==> src/rtl/apb_serial_port_pkg.sv <==
package apb_serial_port_pkg;

    // Control register, bit7 down to bit0
    typedef struct packed {
        logic lb;
        logic flow;
        logic par_en;
        logic par_odd;
        logic tie;
        logic rie;
        logic tx_en;
        logic rx_en;
    } ctrl_t;

    typedef struct packed {
        logic frm;
        logic par;
        logic ovr;
        logic brk;
    } errs_t;

    typedef enum logic [1:0] {
        RX_IDLE    = 2'd0,
        RX_RUN     = 2'd1,
        RX_WAIT_HI = 2'd2
    } rx_state_e;

    // Word indices of the register window
    localparam logic [5:0] OFS_DATA = 6'd0;
    localparam logic [5:0] OFS_STAT = 6'd1;
    localparam logic [5:0] OFS_CTRL = 6'd2;
    localparam logic [5:0] OFS_SCAL = 6'd3;

endpackage

==> src/rtl/serial_fifo.sv <==
module serial_fifo #(
    parameter int W     = 8,
    parameter int DEPTH = 8
) (
    input  logic                       clk,
    input  logic                       rst_n,
    input  logic                       push,
    input  logic [W-1:0]               din,
    input  logic                       pop,
    output logic [W-1:0]               dout,
    output logic [$clog2(DEPTH+1)-1:0] count,
    output logic                       full,
    output logic                       empty
);
    localparam int PW = (DEPTH > 1) ? $clog2(DEPTH) : 1;
    localparam int CW = $clog2(DEPTH+1);

    typedef struct packed {
        logic [PW-1:0] wr;
        logic [PW-1:0] rd;
        logic [CW-1:0] cnt;
    } fifo_s_t;

    fifo_s_t s_d, s_q;
    logic [W-1:0] mem [DEPTH];
    logic do_push, do_pop;

    assign do_push = push && (s_q.cnt != CW'(DEPTH));
    assign do_pop  = pop && (s_q.cnt != '0);

    always_comb begin
        s_d = s_q;
        if (do_push) s_d.wr = (s_q.wr == PW'(DEPTH-1)) ? '0 : s_q.wr + 1'b1;
        if (do_pop)  s_d.rd = (s_q.rd == PW'(DEPTH-1)) ? '0 : s_q.rd + 1'b1;
        case ({do_push, do_pop})
            2'b10:   s_d.cnt = s_q.cnt + 1'b1;
            2'b01:   s_d.cnt = s_q.cnt - 1'b1;
            default: s_d.cnt = s_q.cnt;
        endcase
    end

    always_ff @(posedge clk or negedge rst_n) begin
        if (!rst_n) s_q <= '0;
        else        s_q <= s_d;
    end

    always_ff @(posedge clk) begin
        if (do_push) mem[s_q.wr] <= din;
    end

    assign dout  = mem[s_q.rd];
    assign count = s_q.cnt;
    assign full  = (s_q.cnt == CW'(DEPTH));
    assign empty = (s_q.cnt == '0);
endmodule

==> src/rtl/serial_tx.sv <==
module serial_tx (
    input  logic       clk,
    input  logic       rst_n,
    input  logic       tick,
    input  logic       tx_en,
    input  logic       par_en,
    input  logic       par_odd,
    input  logic       flow_en,
    input  logic       cts_n,
    input  logic       fifo_empty,
    input  logic [7:0] fifo_data,
    output logic       fifo_pop,
    output logic       txd,
    output logic       idle
);
    typedef struct packed {
        logic        busy;
        logic [10:0] sh;
        logic [2:0]  sub;
        logic [3:0]  nleft;
    } tx_s_t;

    tx_s_t s_d, s_q;
    logic  start, pbit;

    assign pbit  = (^fifo_data) ^ par_odd;
    assign start = !s_q.busy && tick && tx_en && !fifo_empty && !(flow_en && cts_n);

    always_comb begin
        s_d      = s_q;
        fifo_pop = 1'b0;
        if (start) begin
            fifo_pop = 1'b1;
            s_d.busy  = 1'b1;
            s_d.sub   = '0;
            s_d.sh    = {1'b1, (par_en ? pbit : 1'b1), fifo_data, 1'b0};
            s_d.nleft = par_en ? 4'd10 : 4'd9;
        end else if (s_q.busy && tick) begin
            s_d.sub = s_q.sub + 1'b1;
            if (s_q.sub == 3'd7) begin
                if (s_q.nleft == '0) begin
                    s_d.busy = 1'b0;
                end else begin
                    s_d.sh    = {1'b1, s_q.sh[10:1]};
                    s_d.nleft = s_q.nleft - 1'b1;
                end
            end
        end
    end

    always_ff @(posedge clk or negedge rst_n) begin
        if (!rst_n) s_q <= '{busy: 1'b0, sh: '1, sub: '0, nleft: '0};
        else        s_q <= s_d;
    end

    assign txd  = s_q.busy ? s_q.sh[0] : 1'b1;
    assign idle = !s_q.busy;
endmodule

==> src/rtl/serial_rx.sv <==
module serial_rx
    import apb_serial_port_pkg::*;
(
    input  logic       clk,
    input  logic       rst_n,
    input  logic       tick,
    input  logic       rx_en,
    input  logic       par_en,
    input  logic       par_odd,
    input  logic       rx_in,
    output logic       done,
    output logic [7:0] data,
    output logic       brk,
    output logic       fe,
    output logic       pe
);
    typedef struct packed {
        rx_state_e   st;
        logic [2:0]  sub;
        logic [3:0]  idx;
        logic [7:0]  data;
        logic        pbit;
        logic        done;
        logic        brk;
        logic        fe;
        logic        pe;
    } rx_s_t;

    rx_s_t s_d, s_q;
    logic  brk_v;
    logic [3:0] last_idx;

    assign last_idx = par_en ? 4'd10 : 4'd9;

    always_comb begin
        s_d      = s_q;
        s_d.done = 1'b0;
        brk_v    = 1'b0;
        case (s_q.st)
            RX_IDLE: begin
                if (tick && rx_en && !rx_in) begin
                    s_d.st  = RX_RUN;
                    s_d.sub = '0;
                    s_d.idx = '0;
                end
            end
            RX_RUN: begin
                if (tick) begin
                    s_d.sub = s_q.sub + 1'b1;
                    // sample on the 4th tick of each bit
                    if (s_q.sub == 3'd3) begin
                        s_d.idx = s_q.idx + 1'b1;
                        if (s_q.idx == 4'd0) begin
                            if (rx_in) s_d.st = RX_IDLE;
                        end else if (s_q.idx <= 4'd8) begin
                            s_d.data = {rx_in, s_q.data[7:1]};
                        end else if (s_q.idx == last_idx) begin
                            brk_v    = (s_q.data == 8'h00) && !rx_in && !(par_en && s_q.pbit);
                            s_d.done = 1'b1;
                            s_d.brk  = brk_v;
                            s_d.fe   = !rx_in && !brk_v;
                            s_d.pe   = par_en && !brk_v && (s_q.pbit != ((^s_q.data) ^ par_odd));
                            s_d.st   = RX_WAIT_HI;
                        end else begin
                            s_d.pbit = rx_in;
                        end
                    end
                end
            end
            RX_WAIT_HI: begin
                if (rx_in) s_d.st = RX_IDLE;
            end
            default: s_d.st = RX_IDLE;
        endcase
    end

    always_ff @(posedge clk or negedge rst_n) begin
        if (!rst_n) s_q <= '{st: RX_IDLE, default: '0};
        else        s_q <= s_d;
    end

    assign done = s_q.done;
    assign data = s_q.data;
    assign brk  = s_q.brk;
    assign fe   = s_q.fe;
    assign pe   = s_q.pe;
endmodule

==> src/rtl/apb_serial_port.sv <==
module apb_serial_port
    import apb_serial_port_pkg::*;
#(
    parameter int DEPTH    = 8,
    parameter int SCALER_W = 12
) (
    input  logic        clk,
    input  logic        rst_n,
    input  logic        psel,
    input  logic        penable,
    input  logic        pwrite,
    input  logic [7:0]  paddr,
    input  logic [31:0] pwdata,
    output logic [31:0] prdata,
    input  logic        rxd,
    input  logic        cts_n,
    output logic        txd,
    output logic        rts_n,
    output logic        irq
);
    localparam int CW = $clog2(DEPTH+1);

    typedef struct packed {
        ctrl_t               ctrl;
        logic [SCALER_W-1:0] scal;
        logic [SCALER_W-1:0] cnt;
        errs_t               errs;
        logic [1:0]          sync;
    } regs_t;

    regs_t r_d, r_q;

    logic [5:0]    word;
    logic          aligned, wr_acc, rd_acc, tick;
    logic          tx_push, rx_pop, stat_wr;
    logic          tx_pop, tx_idle, tx_full, tx_empty;
    logic [7:0]    tx_dout, rx_dout, rx_data;
    logic [CW-1:0] tx_cnt, rx_cnt;
    logic          rx_full, rx_empty, rx_push, rx_in;
    logic          rx_done, rx_brk, rx_fe, rx_pe;
    logic [31:0]   status;
    logic          unused_wdata;

    assign unused_wdata = ^{pwdata[31:SCALER_W], rx_cnt};
    assign word    = paddr[7:2];
    assign aligned = (paddr[1:0] == 2'b00);
    assign wr_acc  = psel && penable && pwrite && aligned;
    assign rd_acc  = psel && penable && !pwrite && aligned;
    assign tick    = (r_q.cnt == '0);
    assign tx_push = wr_acc && (word == OFS_DATA);
    assign stat_wr = wr_acc && (word == OFS_STAT);
    assign rx_pop  = rd_acc && (word == OFS_DATA);
    assign rx_push = rx_done && !rx_brk;
    assign rx_in   = r_q.ctrl.lb ? txd : r_q.sync[1];

    serial_fifo #(.W(8), .DEPTH(DEPTH)) u_txq (
        .clk(clk), .rst_n(rst_n), .push(tx_push), .din(pwdata[7:0]),
        .pop(tx_pop), .dout(tx_dout), .count(tx_cnt), .full(tx_full), .empty(tx_empty)
    );

    serial_fifo #(.W(8), .DEPTH(DEPTH)) u_rxq (
        .clk(clk), .rst_n(rst_n), .push(rx_push), .din(rx_data),
        .pop(rx_pop), .dout(rx_dout), .count(rx_cnt), .full(rx_full), .empty(rx_empty)
    );

    serial_tx u_tx (
        .clk(clk), .rst_n(rst_n), .tick(tick), .tx_en(r_q.ctrl.tx_en),
        .par_en(r_q.ctrl.par_en), .par_odd(r_q.ctrl.par_odd), .flow_en(r_q.ctrl.flow),
        .cts_n(cts_n), .fifo_empty(tx_empty), .fifo_data(tx_dout),
        .fifo_pop(tx_pop), .txd(txd), .idle(tx_idle)
    );

    serial_rx u_rx (
        .clk(clk), .rst_n(rst_n), .tick(tick), .rx_en(r_q.ctrl.rx_en),
        .par_en(r_q.ctrl.par_en), .par_odd(r_q.ctrl.par_odd), .rx_in(rx_in),
        .done(rx_done), .data(rx_data), .brk(rx_brk), .fe(rx_fe), .pe(rx_pe)
    );

    always_comb begin
        r_d      = r_q;
        r_d.sync = {r_q.sync[0], rxd};
        r_d.cnt  = tick ? r_q.scal : r_q.cnt - 1'b1;
        if (wr_acc && (word == OFS_CTRL)) r_d.ctrl = ctrl_t'(pwdata[7:0]);
        if (wr_acc && (word == OFS_SCAL)) r_d.scal = pwdata[SCALER_W-1:0];
        if (stat_wr) r_d.errs = '0;
        if (rx_done) begin
            if (rx_brk)             r_d.errs.brk = 1'b1;
            if (rx_fe)              r_d.errs.frm = 1'b1;
            if (rx_pe)              r_d.errs.par = 1'b1;
            if (rx_push && rx_full) r_d.errs.ovr = 1'b1;
        end
    end

    always_ff @(posedge clk or negedge rst_n) begin
        if (!rst_n) r_q <= '{ctrl: '0, scal: '0, cnt: '0, errs: '0, sync: 2'b11};
        else        r_q <= r_d;
    end

    assign status = {6'b0, 6'(tx_cnt), 13'b0,
                     r_q.errs.frm, r_q.errs.par, r_q.errs.ovr, r_q.errs.brk,
                     tx_empty, tx_idle, !rx_empty};

    always_comb begin
        prdata = '0;
        if (aligned) begin
            case (word)
                OFS_DATA: prdata = rx_empty ? 32'h0 : {24'h0, rx_dout};
                OFS_STAT: prdata = status;
                OFS_CTRL: prdata = {24'h0, r_q.ctrl};
                OFS_SCAL: prdata = 32'(r_q.scal);
                default:  prdata = '0;
            endcase
        end
    end

    assign rts_n = r_q.ctrl.flow && rx_full;
    assign irq   = (r_q.ctrl.rie && !rx_empty) || (r_q.ctrl.tie && tx_empty);
endmodule

==> config.mk <==
export PLATFORM = sky130hd
export DESIGN_NAME = apb_serial_port
export DESIGN_NICKNAME = d
export VERILOG_FILES = /design/src/rtl/apb_serial_port_pkg.sv /design/src/rtl/serial_fifo.sv /design/src/rtl/serial_tx.sv /design/src/rtl/serial_rx.sv /design/src/rtl/apb_serial_port.sv
export SDC_FILE = /design/constraint.sdc
export NUM_CORES = 1
export LEC_CHECK = 0
export BUFFER_PORTS_ARGS = -buffer_cell sky130_fd_sc_hd__buf_2
export CORE_ASPECT_RATIO = 2
export CORE_MARGIN = 2
export CORE_UTILIZATION = 45
export CTS_BUF_LIST = sky130_fd_sc_hd__clkbuf_2 sky130_fd_sc_hd__clkbuf_4 sky130_fd_sc_hd__clkbuf_8
export DETAILED_ROUTE_END_ITERATION = 16
export SLEW_MARGIN = 20
export SYNTH_ARGS = -nofsm -noshare
export SYNTH_HDL_FRONTEND = slang
export SYNTH_SLANG_ARGS = --single-unit
==> constraint.sdc <==
create_clock -name clk -period 4 [get_ports clk]
set_input_delay 0.6 -clock clk [delete_from_list [all_inputs] [get_ports clk]]
set_output_delay 0.6 -clock clk [all_outputs]
set_load 0.02 [all_outputs]
==> results of run 1 <==
==> cells by family after synthesis <==
| group | Yosys count | synth area share (%) |
|---|---|---|
| DFF | 226 | 61.2 |
| and+or+nand+nor | 181 | 9.18 |
| muxes | 98 | 14.0 |
| AOI/OAI and AO/OA | 84 | 5.45 |
| buffers and inverters | 71 | 3.36 |
| xor gates and xnor gates | 31 | 3.17 |
| adders and majority gates | 29 | 3.59 |
| other | 1 | 0.0364 |
==> state kept, by name (all words and copies together), names as in the netlist <==
name and flops:
u_rxq.count 4, u_rxq.mem 64, u_rx.brk 1, u_rx.fe 1
u_rx.done 1, u_txq.mem 64, u_tx.s_q 18, r_d 1
u_rxq.s_q 6, u_rx.data 8, r_q 37, u_rx.s_q 10
u_txq.count 4, u_txq.s_q 6, u_rx.pe 1
==> metal layers <==
layer,wire (µm),part of all wire [%],up-vias,global-route usage (%)
li1,-,-,2816,-
met1,8390,35,3084,21.6
met2,13700,57,155,39.2
met3,871,3.6,62,2.88
met4,1050,4.4,0,9.51
met5,0,0,-,0
==> power by group <==
| part | total, mW | switching (mW) | internal, mW |
|---|---|---|---|
| registers | 2.68 | 0.121 | 2.56 |
| clock network | 1.88 | 0.896 | 0.986 |
| logic | 0.395 | 0.233 | 0.163 |
| total | 4.96 | 1.25 | 3.71 |
==> placed cells by master (no fill, tap or decap), drive strengths merged, types with 28 or more instances in the layout <==
cell    count
nand2      52
inv        30
edfxtp    128
mux2       41
ha         28
mux4       32
o21ai      38
buf        69
dfrtp      86
nor2       35
clkbuf     44
==> area by class of cell <==
type / count / area (µm²)
multi-input combinational: 439 / 3720
inverter: 30 / 113
timing repair buffer: 69 / 408
fill: 1948 / 11100
clock buffer: 44 / 562
tap: 280 / 350
clock inverter: 14 / 96.3
sequential: 226 / 6310
==> worst max-delay path, delay by kind of cell (launching register included) <==
| family | cells | cell delay [ps] |
|---|---|---|
| buffers and inverters | 2 | 470 |
| DFF | 1 | 780 |
| muxes | 2 | 800 |
| and+or+nand+nor | 1 | 70 |
| AOI/OAI and AO/OA | 1 | 330 |
==> through the flow <==
step                      util, %  worst slack [ps]  cells  hold slack [ps]  instance area, µm²
after floorplan                 -               805    736              304               10400
after global placement       48.1               541   1044              352               10900
after detailed placement     48.1               489   1044              352               10900
after CTS                    51.1               351   1102             44.4               11600
after global routing         51.1               228   1102             85.3               11600
final                        51.1               431   1102             52.3               11600
==> path summary, 6_finish.rpt <==
path / end / slack [ps] / depth (start not counted)
max in group asynchronous: u_txq.count[2] / 2970 / 2
min in group clk: r_d[1] / 190 / 1
worst max register to register: u_txq.count[2] / 840 / 12
worst min register to register: r_q[1] / 360 / 0
worst min-delay path: r_q[28] / 50 / 1
worst max-delay path: prdata[1] / 430 / 6
==> impl_metrics.py, run 1 <==
metrics = {
    "cts": {
        "ctsRootBufferMaster": "clkbuf_8",
        "clockBufferDepth": 3,
        "clock_latency_ps": 520,
        "htree_levels": 2,
        "ctsResizeCount": 0,
        "cts_tree": "built",
        "post_cts_buffers": 0,
        "cts_buffers": 34,
        "hold_buffers": 0,
        "clkTransAtPathRegs_ps": 70,
        "clock_sinks": 226,
    },
    "setup_path": {
        "slowest_stage": "dfrtp_1",
        "worstPathRequired_ps": 3400,
        "cp-startpoint": "u_rxq.s_q[4]",
        "path_cells": "buf_4, mux4_2, mux2_2, a222oi_1, nor2_1, buf_2",
        "startpoint_type": "flop",
        "crit_fanout": 11,
        "crit_type": "flop to primary output",
        "arrival_ps": 2970,
        "r2r-start": "r_q[6]",
        "slowest_delay_ps": 780,
        "crit_path_end_kind": "primary output",
    },
    "timing": {
        "relSlewSlack_pct": 34.9,
        "setup_viol": 0,
        "fmax_ghz": 0.280,
        "fin_crit_sh_pct": 89.2,
        "rsz0062_at_grt": "false",
        "finalSetupTns_ps": 0,
        "final_hold_viol_count": 0,
        "slew_viol_final": 0,
        "finalCriticalPeriod_ps": 3570,
        "finalClockSkew_ps": 21.4,
        "worstMarginPinSlew_ps": 972,
    },
    "floorplanning": {
        "io_pins": 82,
        "dieWidth_um": 111,
        "placeableCoreArea_mm2": 0.0226,
        "die_h_um": 218,
        "die-area_mm2": 0.0242,
        "start_util_pct": 45.6,
        "rows": 78,
    },
    "synthesis": {
        "synthFlopType": "edfxtp_1",
        "seq_area_frac_synth_pct": 61.2,
        "netlist_area_mm2": 0.0103,
        "yosysMostFrequentCell": "edfxtp_1",
        "synthArstFlopShare_pct": 43.4,
        "synth-seq-cells": 226,
        "synth_edf_count": 128,
        "synthTopCellsByCount": "128 x edfxtp_1, 86 x dfrtp_1, 52 x nand2_1",
        "synth.distinct_cells": 57,
        "netlist.area_leader.share_pct": 37.3,
        "avgSynthCellArea_um2": 14.3,
        "yosys-top-cells-area": "edfxtp_1 37%, dfrtp_1 21%, mux4_2 6.1%",
        "yosysWarnings": 0,
        "syn_inst": 721,
        "yosys.area.top_type": "edfxtp_1",
    },
    "placement": {
        "io_buffers": 45,
        "dp_hpwl_um": 17200,
        "gp_congestion": 0.805,
    },
    "grt": {
        "grt_antenna_before_repair": 0,
        "grt_use_total_pct": 20.3,
        "grt_pass1_vias": 6602,
        "grt_max_degree": 44,
        "grt-ovfl-total": 0,
        "grt_pass1_wl_um": 37500,
    },
    "layout": {
        "nNetsFinal": 876,
        "drive_gt1_share_pct": 26.6,
        "n_antenna_cell": 0,
        "area_growth_pct": 12.1,
    },
    "route": {
        "drt_drc_violations_left": 0,
        "ant_nets": 0,
        "routed_via_density": 5.55,
        "dr_total_vias": 6117,
        "finalWirelength_um": 24000,
        "post_drt_wl_per_cell_um": 21.8,
        "drt_iter0_markers": 355,
        "first_pass_iters": 5,
    },
    "worst_hold_path": {
        "hold_path_class": "input port to asynchronous set/reset pin",
    },
    "pwr": {
        "irDropWorstVdd_mv": 0.251,
        "power_density_mw_per_mm2": 429,
        "leakage_nw": 4.45,
        "p_total_mw": 4.96,
    },
    "outcome": {
        "status": "finished clean",
    },
    "job": {
        "drv_cap": 0,
    },
}
Power figures use the tool's default switching activity.
==> run 2, diff against run 1 <==
ABC_AREA = 1   (was not set)
==> run 2 against run 1 <==
Compared with the run above:
- area after synthesis is 7.4% higher
- sequential power is 6% lower
- register-to-register slack better by 230 ps
- wire length is 7.8% higher
- global-route usage is 0.65 points higher
- sequential share of layout area is 3.2 points lower
- core utilization is 0.56 points lower
- critical path type unchanged
==> impl_metrics.py, run 2 <==
metrics = {
    "outcome": {
        "status": "finished clean",
    },
    "synthesis": {
        "syn_inst": 1148,
        "yosys.area.top_type": "edfxtp_1",
        "yosysMostFrequentCell": "nand2_1",
        "synth_edf_count": 128,
        "synth-seq-cells": 226,
        "synthTopCellsByCount": "244 x nand2_1, 154 x inv_1, 128 x edfxtp_1",
        "avgSynthCellArea_um2": 9.65,
        "synth.distinct_cells": 56,
        "yosysWarnings": 0,
        "yosys-top-cells-area": "edfxtp_1 35%, dfrtp_1 19%, nand2_1 8.3%",
        "synthFlopType": "edfxtp_1",
        "seq_area_frac_synth_pct": 57.0,
        "synthArstFlopShare_pct": 43.4,
        "netlist.area_leader.share_pct": 34.7,
        "netlist_area_mm2": 0.0111,
    },
    "cts": {
        "cts_tree": "built",
        "cts_buffers": 31,
        "clockBufferDepth": 3,
        "hold_buffers": 1,
        "clkTransAtPathRegs_ps": 80,
        "post_cts_buffers": 0,
        "clock_latency_ps": 590,
        "clock_sinks": 226,
        "htree_levels": 1,
        "ctsRootBufferMaster": "clkbuf_8",
        "ctsResizeCount": 0,
    },
    "route": {
        "post_drt_wl_per_cell_um": 16.9,
        "drt_iter0_markers": 375,
        "dr_total_vias": 7828,
        "ant_nets": 0,
        "finalWirelength_um": 25800,
        "drt_drc_violations_left": 0,
        "routed_via_density": 5.13,
        "first_pass_iters": 5,
    },
    "setup_path": {
        "slowest_delay_ps": 640,
        "path_cells": "inv_1, o21ai_0, o221ai_1, nand3_1, a31oi_1, buf_2",
        "cp_top_family": "buffers and inverters",
        "worstPathRequired_ps": 3400,
        "crit_type": "flop to primary output",
        "crit_path_end_kind": "primary output",
        "startpoint_type": "flop",
        "cp-startpoint": "u_rxq.s_q[5]",
        "crit_end": "prdata[5]",
        "reg2reg_setup_slack_ps": 1070,
        "crit_buf_inv": 2,
        "slowest_stage": "dfrtp_1",
        "reg2reg_to": "u_rxq.count[3]",
        "r2r-start": "u_rxq.count[1]",
        "rr_worst_depth": 14,
        "cp.depth": 6,
        "crit_fanout": 18,
        "arrival_ps": 2850,
    },
    "layout": {
        "design_area_mm2": 0.0123,
        "multiInputGateArea_mm2": 0.00388,
        "top_regs": "u_rxq.mem (64), u_txq.mem (64), r_q (37)",
        "drive_gt1_share_pct": 15.3,
        "final_util_pct": 50.5,
        "nNetsFinal": 1287,
        "layout_commonest_cell": "nand2_1",
        "n_fill_cell": 2273,
        "area_growth_pct": 10.9,
        "seq_area_mm2": 0.00631,
        "final_cell_mix": "244 x nand2_1, 154 x inv_1, 128 x edfxtp_1",
    },
    "floorplanning": {
        "die_h_um": 226,
        "die-area_mm2": 0.0260,
        "rows": 81,
        "placeableCoreArea_mm2": 0.0243,
        "dieWidth_um": 115,
        "start_util_pct": 45.5,
        "io_pins": 82,
    },
    "pwr": {
        "switching_share_pct": 22.6,
        "p_total_mw": 4.81,
        "p_comb_share_pct": 5.2,
        "sequentialPowerShare_pct": 52.5,
        "p_int_mw": 3.72,
        "power_density_mw_per_mm2": 392,
        "leakage_nw": 5.19,
        "irDropWorstVdd_mv": 0.258,
        "clkPwrFrac_pct": 42.3,
        "net-switching-power_mw": 1.09,
    },
    "timing": {
        "worstMarginPinSlew_ps": 956,
        "fmax_ghz": 0.290,
        "rsz0062_at_grt": "false",
        "finalSetupTns_ps": 0,
        "final_hold_viol_count": 0,
        "slew_viol_final": 0,
        "fin_crit_sh_pct": 86.3,
        "finalCriticalPeriod_ps": 3450,
        "whs_ps": 94.5,
        "setup_viol": 0,
        "finalClockSkew_ps": 19.4,
        "relSlewSlack_pct": 36.0,
    },
    "grt": {
        "grt_max_degree": 38,
        "grt_use_total_pct": 21.0,
        "grt-ovfl-total": 0,
        "grt_pass1_vias": 7968,
        "use_met3_pct": 2.44,
        "grtUsageMet1_pct": 20.9,
        "grt_pass1_wl_um": 41700,
        "busiest_layer": "met2",
        "grt_antenna_before_repair": 1,
        "use_met2_pct": 42.2,
    },
    "worst_hold_path": {
        "hold_path_class": "input port to flop",
    },
    "placement": {
        "placed_cell_area_mm2": 0.0115,
        "gp_congestion": 0.860,
        "dp_hpwl_um": 18900,
        "io_buffers": 45,
    },
    "job": {
        "drv_cap": 0,
    },
}
run 2: changes by cell type in the layout (fill, tap and decap cells not counted), moves of 11 or more:
cell and change:
nand2_1 +192, inv_1 +124, nor2_1 +72, nand3_1 +47
mux2_2 -41, mux4_2 -28, o21ai_0 +26, mux2i_1 -24
o21ai_1 +24, a21oi_1 +23, o221ai_1 +14, nand2b_1 -11
o21ai_2 +11, xnor2_1 -11
run 2: metrics by stage:
step	std cells	setup slack, ps
after floorplan	1163	1450
after global placement	1467	880
after detailed placement	1467	844
after CTS	1526	472
after global routing	1527	219
final	1527	547
run 2: per-layer routing:
| layer | vias to the layer above | share of wire (%) |
|---|---|---|
| met5 | - | 0 |
| met4 | 0 | 3.2 |
| met3 | 44 | 2.8 |
| met2 | 125 | 59 |
| met1 | 3739 | 35 |
| li1 | 3920 | - |
run 2: layout make-up:
type	instances	area share (%)
inverters	165	5.09
well taps	290	2.95
clock buffers	52	5.01
multi-input cells	723	31.6
repair buffers	64	3.04
clock inverters	6	0.876
diodes	1	0.0204
flip-flops and latches	226	51.4
run 2: worst reg2reg max path: cells and delay by family (launching register included):
| kind | cells | cell delay (ps) |
|---|---|---|
| AOI/OAI and AO/OA | 1 | 240 |
| xor gates and xnor gates | 1 | 140 |
| adders and majority gates | 2 | 490 |
| buffers and inverters | 2 | 240 |
| DFF | 1 | 410 |
| and+or+nand+nor | 8 | 1310 |
run 2: power by group through the flow:
stage               clock [mW]  combinational [mW]  sequential, mW
finish                    2.03               0.251            2.53
global route              2.18               0.291            2.53
CTS                       2.09               0.254            2.53
detailed placement           0               0.253            2.58
global placement             0               0.247            2.57
floorplan                    0               0.192            2.57
run 2: worst min-delay path by stage:
stage	start	endpoint	slack, ps	cells past startpoint
floorplan	rst_n	r_q[10]	300	0
global placement	r_d[1]	r_q[1]	350	0
detailed placement	r_d[1]	r_q[1]	350	0
CTS	rxd	r_d[1]	60	1
global route	rxd	r_d[1]	70	1
finish	rxd	r_d[1]	90	1
run 2: kinds of logic (layout without fill, tap and decap cells):
family	Yosys count	in the layout	synth area share, %
compound gates	185	185	10.0
xor+xnor	17	17	1.34
fa+ha+maj	29	29	3.34
buf+inv	214	287	8.47
flops	226	226	57.0
mux	1	1	0.0904
other cells	1	17	0.0339
simple gates	475	475	19.7
==> run 3, diff against run 2 <==
SYNTH_HIERARCHICAL = 1   (was not set)
==> run 3 against run 2 <==
Compared with the run above:
- synthesized cell count is 8.6% higher
- maximum frequency grew 7.4%
- largest power group unchanged
- combinational power rose by 89%
- sequential power up 4%
- design area rose by 1.6%
- sequential share of layout area shrank 0.81 points
- first-iteration DRC count is 16% higher
- power is 7.5% higher
- core utilization is 0.65 points lower
==> impl_metrics.py, run 3 <==
metrics = {
    "outcome": {
        "status": "finished clean",
    },
    "setup_path": {
        "path_cells": "clkinv_4, o21ai_0, o21ai_1, nand2_1, nand2_1, nand2_1, o21ai_0, nor2_1, nor2_1, buf_2",
        "startpoint_type": "flop",
        "reg2reg_to": "u_txq/count[2]",
        "crit_path_end_kind": "primary output",
        "reg2reg_setup_slack_ps": 1090,
        "r2r-start": "r_q[6]",
        "crit_buf_inv": 2,
        "cp-startpoint": "u_rxq/s_q[5]",
        "crit_type": "flop to primary output",
        "slowest_stage": "dfrtp_1",
        "cp_top_family": "flip-flops",
        "crit_top_cell": "nand2_1",
        "worstPathRequired_ps": 3400,
        "crit_fanout": 18,
        "rr_worst_depth": 16,
        "slowest_delay_ps": 840,
        "arrival_ps": 2610,
    },
    "timing": {
        "fin_crit_sh_pct": 80.3,
        "setup_viol": 0,
        "fmax_ghz": 0.311,
        "slew_viol_final": 0,
        "worstMarginPinSlew_ps": 1030,
        "relSlewSlack_pct": 31.1,
        "finalSetupTns_ps": 0,
        "finalCriticalPeriod_ps": 3210,
        "final_hold_viol_count": 0,
        "rsz0062_at_grt": "false",
        "finalClockSkew_ps": 20.5,
    },
    "cts": {
        "clock_sinks": 226,
        "ctsResizeCount": 0,
        "clkTransAtPathRegs_ps": 60,
        "htree_levels": 2,
        "clock_latency_ps": 540,
        "hold_buffers": 0,
        "clockBufferDepth": 3,
        "cts_buffers": 35,
        "ctsRootBufferMaster": "clkbuf_8",
        "cts_tree": "built",
        "post_cts_buffers": 0,
    },
    "route": {
        "first_pass_iters": 5,
        "dr_total_vias": 8201,
        "ant_nets": 0,
        "routed_via_density": 4.95,
        "drt_drc_violations_left": 0,
        "finalWirelength_um": 26900,
        "drt_iter0_markers": 435,
        "post_drt_wl_per_cell_um": 16.2,
    },
    "synthesis": {
        "yosysWarnings": 6,
        "syn_inst": 1247,
        "netlist_area_mm2": 0.0115,
        "avgSynthCellArea_um2": 9.19,
    },
    "floorplanning": {
        "placeableCoreArea_mm2": 0.0250,
        "io_pins": 82,
        "dieWidth_um": 117,
        "die-area_mm2": 0.0268,
        "die_h_um": 230,
        "start_util_pct": 45.8,
        "rows": 82,
    },
    "layout": {
        "final_cell_mix": "385 x nand2_1, 135 x nor2_1, 128 x edfxtp_1",
        "final_util_pct": 49.8,
        "top_regs": "u_rxq/mem (64), u_txq/mem (64), r_q (37)",
        "design_area_mm2": 0.0125,
        "area_growth_pct": 8.88,
        "n_fill_cell": 2488,
        "n_antenna_cell": 0,
        "layout_commonest_cell": "nand2_1",
        "nNetsFinal": 1371,
        "drive_gt1_share_pct": 15.6,
    },
    "pwr": {
        "irDropWorstVdd_mv": 0.287,
        "leakage_nw": 5.45,
        "power_density_mw_per_mm2": 415,
    },
    "placement": {
        "gp_congestion": 0.832,
        "dp_hpwl_um": 19700,
        "placed_cell_area_mm2": 0.0117,
        "io_buffers": 45,
    },
    "worst_hold_path": {
        "hold_path_class": "input port to asynchronous set/reset pin",
    },
    "grt": {
        "grt_max_degree": 51,
        "grt-ovfl-total": 0,
        "grt_antenna_before_repair": 0,
        "grt_pass1_wl_um": 42500,
        "grt_use_total_pct": 20.6,
        "grt_pass1_vias": 8350,
    },
    "job": {
        "drv_cap": 0,
    },
}
-- run 3: per-stage QoR --
step | hold slack (ps) | instances | setup WS (ps) | power (mW)
2_1_floorplan | 304 | 1262 | 1280 | 3.01
3_3_place_gp | 346 | 1593 | 870 | 3.14
3_5_place_dp | 347 | 1593 | 875 | 3.15
4_1_cts | 115 | 1656 | 724 | 5.24
5_1_grt | 142 | 1656 | 590 | 5.41
6_report | 112 | 1656 | 786 | 5.17
-- run 3: area by class of cell --
class	count	area (µm²)	share of cell area, %
tap	336	420	3.37
sequential	226	6310	50.6
inverter	129	510	4.09
clock inverter	20	195	1.56
timing repair buffer	56	310	2.49
clock buffer	43	542	4.34
multi-input combinational	846	4190	33.6
-- run 3: per-layer routing --
layer  vias to the layer above  share of wire, %  global-route usage (%)
li1                       4133                 -                       -
met1                      3851                35                    20.5
met2                       153                57                    40.2
met3                        64               3.1                    2.56
met4                         0               4.9                    10.1
met5                         -                 0                       0
-- run 3: how the worst max path moves through the flow --
| stage | cells past startpoint | end | slack (ps) |
|---|---|---|---|
| 3_3_place_gp | 13 | u_rxq/count[3] | 870 |
| 4_1_cts | 10 | prdata[6] | 720 |
| 5_1_grt | 10 | prdata[6] | 590 |
| 3_5_place_dp | 13 | u_rxq/count[3] | 880 |
| 2_1_floorplan | 12 | u_rxq/count[3] | 1280 |
| 6_report | 10 | prdata[4] | 790 |
-- run 3: where the power goes --
| part | switching [mW] | internal [mW] |
|---|---|---|
| Clock | 0.915 | 1.16 |
| Combinational | 0.313 | 0.161 |
| Sequential | 0.0734 | 2.55 |
| Total | 1.30 | 3.87 |
